===== src/rtl/scp_pkg.sv =====
// Shared constants for the serial register access port.
// Assumes a fixed 16-slot frame: direction, six address bits, unused slot, eight data bits.
package scp_pkg;
    localparam int ADDR_W     = 6;
    localparam int DATA_W     = 8;
    localparam int FRAME_LEN  = 1 + ADDR_W + 1 + DATA_W;
    localparam int CNT_W      = $clog2(FRAME_LEN + 1);
    // slot index = number of rising edges already seen when the bit arrives
    localparam int SLOT_DIR   = 0;
    localparam int SLOT_A0    = 1;
    localparam int SLOT_D0    = SLOT_A0 + ADDR_W + 1;

    typedef logic [ADDR_W-1:0] addr_t;
    typedef logic [DATA_W-1:0] data_t;

    localparam addr_t ADR_CTRL = 6'h00;
    localparam addr_t ADR_MASK = 6'h01;
    localparam addr_t ADR_STS  = 6'h02;
    localparam addr_t ADR_LVL  = 6'h03;
endpackage


===== src/rtl/scp_sync.sv =====
// Multi-stage synchroniser for a bundle of asynchronous single-bit inputs.
// Assumes each bit is independent; the reset value is chosen per bit.
module scp_sync #(
    parameter int          W       = 3,
    parameter int          STAGES  = 2,
    parameter logic [W-1:0] RST_VAL = '0
) (
    input  logic         clk,
    input  logic         rst_n,
    input  logic [W-1:0] d,
    output logic [W-1:0] q
);
    logic [W-1:0] stg [STAGES];

    genvar s;
    generate
        for (s = 0; s < STAGES; s++) begin : g_stage
            if (s == 0) begin : g_first
                // first capture stage from the pins
                always_ff @(posedge clk) begin
                    if (!rst_n) stg[0] <= RST_VAL;
                    else        stg[0] <= d;
                end
            end else begin : g_next
                // further stages to settle metastability
                always_ff @(posedge clk) begin
                    if (!rst_n) stg[s] <= RST_VAL;
                    else        stg[s] <= stg[s-1];
                end
            end
        end
    endgenerate

    assign q = stg[STAGES-1];
endmodule


===== src/rtl/scp_frame.sv =====
// Frame engine: finds serial clock edges, collects direction, address and data,
// issues one-cycle read and write strobes, and shifts read data out LSB first.
// Assumes synchronised inputs and serial half periods of several system clocks.
module scp_frame
    import scp_pkg::*;
(
    input  logic  clk,
    input  logic  rst_n,
    input  logic  cs_act,
    input  logic  sclk_s,
    input  logic  sdi_s,
    output logic  wr_en,
    output logic  rd_en,
    output addr_t acc_addr,
    output data_t wr_data,
    input  data_t rd_data,
    output logic  sdo
);
    logic             sclk_d;
    logic             rise, fall;
    logic [CNT_W-1:0] cnt_q;
    logic             dir_q;
    addr_t            ash_q;
    logic [DATA_W-2:0] dsh_q;
    data_t            rbuf_q;
    logic             sdo_q;

    assign rise = sclk_s & ~sclk_d;
    assign fall = ~sclk_s & sclk_d;

    // previous serial clock level for edge detection
    always_ff @(posedge clk) begin
        if (!rst_n) sclk_d <= 1'b0;
        else        sclk_d <= sclk_s;
    end

    // strobes: read fetch on the last address edge, write on the final edge
    assign rd_en    = cs_act & rise & dir_q & (cnt_q == CNT_W'(SLOT_A0 + ADDR_W - 1));
    assign wr_en    = cs_act & rise & ~dir_q & (cnt_q == CNT_W'(FRAME_LEN - 1));
    assign acc_addr = dir_q ? {sdi_s, ash_q[ADDR_W-2:0]} : ash_q;
    assign wr_data  = {sdi_s, dsh_q};

    // slot counter and input shift registers
    always_ff @(posedge clk) begin
        if (!rst_n) begin
            cnt_q <= '0;
            dir_q <= 1'b0;
            ash_q <= '0;
            dsh_q <= '0;
        end else if (!cs_act) begin
            cnt_q <= '0;
            dir_q <= 1'b0;
        end else if (rise && cnt_q < CNT_W'(FRAME_LEN)) begin
            cnt_q <= cnt_q + 1'b1;
            if (cnt_q == CNT_W'(SLOT_DIR)) dir_q <= sdi_s;
            for (int i = 0; i < ADDR_W; i++)
                if (cnt_q == CNT_W'(SLOT_A0 + i)) ash_q[i] <= sdi_s;
            for (int i = 0; i < DATA_W - 1; i++)
                if (cnt_q == CNT_W'(SLOT_D0 + i)) dsh_q[i] <= sdi_s;
        end
    end

    // read buffer captured on the fetch strobe
    always_ff @(posedge clk) begin
        if (!rst_n)     rbuf_q <= '0;
        else if (rd_en) rbuf_q <= rd_data;
    end

    // serial output updated on falling edges inside the read data window
    always_ff @(posedge clk) begin
        if (!rst_n || !cs_act) begin
            sdo_q <= 1'b0;
        end else if (fall) begin
            sdo_q <= 1'b0;
            for (int i = 0; i < DATA_W; i++)
                if (dir_q && cnt_q == CNT_W'(SLOT_D0 + i)) sdo_q <= rbuf_q[i];
        end
    end

    assign sdo = sdo_q;
endmodule


===== src/rtl/scp_regs.sv =====
// Register space: control, interrupt mask, latched alarm status (clear on read)
// and live alarm view. Assumes alarm_in is synchronous to clk and ALARM_W <= 8.
module scp_regs
    import scp_pkg::*;
#(
    parameter int ALARM_W = 8
) (
    input  logic               clk,
    input  logic               rst_n,
    input  logic               wr_en,
    input  logic               rd_en,
    input  addr_t              acc_addr,
    input  data_t              wr_data,
    output data_t              rd_data,
    input  logic [ALARM_W-1:0] alarm_in,
    output data_t              cfg,
    output logic               irq_n
);
    data_t              ctrl_q, mask_q;
    logic [ALARM_W-1:0] sts_q, prev_q, evt;
    logic               clr;

    assign evt = alarm_in ^ prev_q;
    assign clr = rd_en && (acc_addr == ADR_STS);

    // writable registers
    always_ff @(posedge clk) begin
        if (!rst_n) begin
            ctrl_q <= '0;
            mask_q <= '0;
        end else if (wr_en) begin
            if (acc_addr == ADR_CTRL) ctrl_q <= wr_data;
            if (acc_addr == ADR_MASK) mask_q <= wr_data;
        end
    end

    // alarm history and latched status; a new event outranks the clear
    always_ff @(posedge clk) begin
        if (!rst_n) begin
            prev_q <= '0;
            sts_q  <= '0;
        end else begin
            prev_q <= alarm_in;
            sts_q  <= (clr ? '0 : sts_q) | evt;
        end
    end

    // read multiplexer
    always_comb begin
        unique case (acc_addr)
            ADR_CTRL: rd_data = ctrl_q;
            ADR_MASK: rd_data = mask_q;
            ADR_STS:  rd_data = DATA_W'(sts_q);
            ADR_LVL:  rd_data = DATA_W'(alarm_in);
            default:  rd_data = '0;
        endcase
    end

    assign cfg   = ctrl_q;
    assign irq_n = ~|(sts_q & ~mask_q[ALARM_W-1:0]);
endmodule


===== src/rtl/serial_cfg_port.sv =====
// Top of the serial register access port: synchronises the host pins,
// runs the frame engine and holds the register space.
// Assumes one access per select-low period.
module serial_cfg_port
    import scp_pkg::*;
#(
    parameter int ALARM_W     = 8,
    parameter int SYNC_STAGES = 2
) (
    input  logic               clk,
    input  logic               rst_n,
    input  logic               spi_cs_n,
    input  logic               spi_sclk,
    input  logic               spi_sdi,
    output logic               spi_sdo,
    input  logic [ALARM_W-1:0] alarm_in,
    output logic [DATA_W-1:0]  cfg_out,
    output logic               irq_n
);
    logic [2:0] pin_s;
    logic       wr_en, rd_en;
    addr_t      acc_addr;
    data_t      wr_data, rd_data;

    scp_sync #(.W(3), .STAGES(SYNC_STAGES), .RST_VAL(3'b100)) u_sync (
        .clk  (clk),
        .rst_n(rst_n),
        .d    ({spi_cs_n, spi_sclk, spi_sdi}),
        .q    (pin_s)
    );

    scp_frame u_frame (
        .clk     (clk),
        .rst_n   (rst_n),
        .cs_act  (~pin_s[2]),
        .sclk_s  (pin_s[1]),
        .sdi_s   (pin_s[0]),
        .wr_en   (wr_en),
        .rd_en   (rd_en),
        .acc_addr(acc_addr),
        .wr_data (wr_data),
        .rd_data (rd_data),
        .sdo     (spi_sdo)
    );

    scp_regs #(.ALARM_W(ALARM_W)) u_regs (
        .clk     (clk),
        .rst_n   (rst_n),
        .wr_en   (wr_en),
        .rd_en   (rd_en),
        .acc_addr(acc_addr),
        .wr_data (wr_data),
        .rd_data (rd_data),
        .alarm_in(alarm_in),
        .cfg     (cfg_out),
        .irq_n   (irq_n)
    );
endmodule


===== config.mk =====
export PLATFORM = sky130hd
export DESIGN_NAME = serial_cfg_port
export DESIGN_NICKNAME = d
export VERILOG_FILES = /design/src/rtl/scp_pkg.sv /design/src/rtl/scp_sync.sv /design/src/rtl/scp_frame.sv /design/src/rtl/scp_regs.sv /design/src/rtl/serial_cfg_port.sv
export SDC_FILE = /design/constraint.sdc
export NUM_CORES = 1
export LEC_CHECK = 0
export BUFFER_PORTS_ARGS = -buffer_cell sky130_fd_sc_hd__buf_2
export CORE_UTILIZATION = 35
export CTS_CLUSTER_SIZE = 24
export DETAILED_ROUTE_END_ITERATION = 10
export PLACE_DENSITY_LB_ADDON = 0.12
export REMOVE_ABC_BUFFERS = 1
export SETUP_SLACK_MARGIN = 0.1
export SLEW_MARGIN = 5
export SYNTH_ARGS = -nofsm -noshare
export SYNTH_HDL_FRONTEND = slang
export SYNTH_SLANG_ARGS = --single-unit

===== constraint.sdc =====
create_clock -name clk -period 4.07 [get_ports clk]
set_input_delay 0.6105 -clock clk [delete_from_list [all_inputs] [get_ports clk]]
set_output_delay 0.6105 -clock clk [all_outputs]
set_load 0.02 [all_outputs]

==> impl_metrics.ini <==
[yosys]
ys.warnings.count = 0
syn_inst = 280
syn_area_per_cell_um2 = 10.4
ys.flop_type = dfxtp_1
synth_async_sr_flop_share = 0
synthesis.area_um2 = 2930
synth_seq_cells = 67
synth_edf_count = 0
yosysSeqAreaShare = 0.459
ys_types = 42

[final_layout]
final_nets = 314
mostFrequentLayoutCell = dfxtp_1
fill_cells = 776
design_area_um2 = 3290
antenna_cells = 0
drive_above_1_share = 0.169
syn_to_final_growth_pct = 12.6
final_cell_mix = dfxtp_1, nor2_1, mux2i_1

[clock_tree]
cts_setup_buffers = 0
cts_tree = built
clock_path_buffers = 2
cts.repair.resized = 0
clk_latency_ns = 0.34
cts_hold_buf = 0
cts-root-buf = clkbuf_8
clkSlewWorstSetupHoldPaths_ns = 0.07
htreeDepth = 3
cts_sinks = 67
numCtsBuffers = 9

[worst_setup_path]
cp-start-kind = register
slowest_stage = dfxtp_1
slowest_delay_ns = 0.72
path_class = register to register
cp.arrival_ns = 2.76
critPathTopFamily = simple AND/OR/NAND/NOR gates
crit_buf_inv = 0
cp_max_fo = 22
worstPathCellList = and3_1 > ha_1 > nor4b_1 > and4_1 > mux2i_1 > nor2_1
cp_data_required_time_ns = 4.30
end_kind = register

[die]
rows = 32
dieArea_um2 = 8730
die_h_um = 93.4
ios = 23
initial_core_util = 0.371
core_area_um2 = 7890
die_x_um = 93.4

[power]
p_switching_uw = 303
p_leak_uw = 0.00139
finalPower_uw = 1320
clock_power_share = 0.435
combPwrFrac = 0.046
p_sw_frac = 0.230
power.density_nw_per_um2 = 401
peakVddDrop_v = 0.000184
p_int_uw = 1020
pwr-share-seq = 0.519

[grt]
grt_pass1_vias = 1958
antenna_found_initial = 0
grt_overflow_total = 0
grt_max_degree = 33
globalRouteTotalUtil = 0.163
grt_pass1_wl_mm = 10.6

[sta]
tns_ns = 0
rsz0062_at_grt = no
slew_headroom = 0.406
period_needed_ns = 2.53
hold_violations = 0
setup_violations = 0
slew_violations = 0
finClkSkew_ns = 0.00569
fin_crit_sh = 0.622
worst_pin_slew_ns = 0.886
fmax_mhz = 395

[placement]
port_buffers = 22
gp_congestion = 0.736
dp_hpwl_mm = 4.36
dpl-instance-area_um2 = 3090

[status]
status = completed

[route]
firstDrtPassIters = 4
drtIter0Drc = 114
drc = 0
dr_total_vias = 2043
totalWireLength_mm = 6.52
final_antenna_net_count = 0
vias_per_cell = 5.07
wl_per_cell_um = 16.2

[min_path]
hold_class = register to register

[flow_run]
max_cap_violations = 0
[per-stage QoR]
step | cells | utilization | setup slack, ns | hold slack [ns]
after CTS | 403 | 0.418 | 1.54 | 0.422
after floorplan | 261 | - | 1.89 | 0.386
after global routing | 403 | 0.418 | 1.31 | 0.438
after detailed placement | 387 | 0.392 | 1.54 | 0.397
final | 403 | 0.418 | 1.54 | 0.409
after global placement | 387 | 0.392 | 1.55 | 0.391
[worst paths after layout]
| kind | cells past startpoint | slack [ns] | to | startpoint |
|---|---|---|---|---|
| min | 1 | 0.41 | u_sync.stg[1][2] | u_sync.stg[0][2] |
| max | 6 | 1.54 | u_regs.cfg[4] | u_frame.cnt_q[2] |
| max reg2reg | 6 | 1.54 | u_regs.cfg[4] | u_frame.cnt_q[2] |
| min reg2reg | 1 | 0.41 | u_sync.stg[1][2] | u_sync.stg[0][2] |
[registers in the layout, summed over array words and instances (netlist names)]
signal          count
u_frame.dir_q       1
u_regs.sts_q        8
u_sync.stg          6
u_regs.mask_q       8
u_frame.ash_q       6
u_frame.sclk_d      1
u_frame.dsh_q       7
u_frame.rbuf_q      8
u_frame.cnt_q       5
u_frame.sdo         1
u_regs.cfg          8
u_regs.prev_q       8
[area by class of cell]
class / instances / area [um2] / area share
Tap cell: 102 / 128 / 0.0388
Multi-Input combinational cell: 180 / 1440 / 0.438
Clock inverter: 4 / 48.8 / 0.0148
Clock buffer: 12 / 155 / 0.0471
Inverter: 14 / 52.6 / 0.0160
Timing Repair Buffer: 24 / 125 / 0.0380
Sequential cell: 67 / 1340 / 0.407
[kinds of logic (layout without fill, tap and decap cells)]
logic type               Yosys count  after routing  share of synthesized area
multiplexers                      38             38                      0.164
XOR/XNOR                          11             11                     0.0329
adder cells (fa/ha/maj)            5              5                     0.0214
flip-flops                        67             67                      0.459
AO/OA/AOI/OAI                     33             33                     0.0945
AND/OR/NAND/NOR                   93             93                      0.180
buffers and inverters             33             54                     0.0483
[cells in the mapped netlist (all sizes together) (5+ instances only)]
master,number,area [um2]
nand4,9,62.6
a32o,8,80.1
dfxtp,67,1340
mux4,8,180
clkbuf,12,45.0
nor2,38,143
a22o,8,70.1
xor2,10,87.6
and2,13,81.3
inv,14,52.6
nand4b,7,61.3
buf,7,43.8
mux2i,30,300
ha,5,62.6
[power by group through the flow]
stage	Clock [uW]	Combinational, uW	Sequential [uW]
after floorplan	0	38.2	697
after global placement	0	61.6	700
after detailed placement	0	62.2	701
after CTS	587	62.6	685
after global routing	619	68.0	688
final	575	61.3	685
[per-layer routing]
| metal | up-vias | GRT usage | routed length [um] |
|---|---|---|---|
| li1 | 1031 | - | - |
| met1 | 971 | 0.236 | 3400 |
| met2 | 30 | 0.233 | 2790 |
| met3 | 11 | 0.0301 | 206 |
| met4 | 0 | 0.0731 | 114 |
| met5 | - | 0 | 0 |
Note: power is estimated with default switching activity, not from simulation.
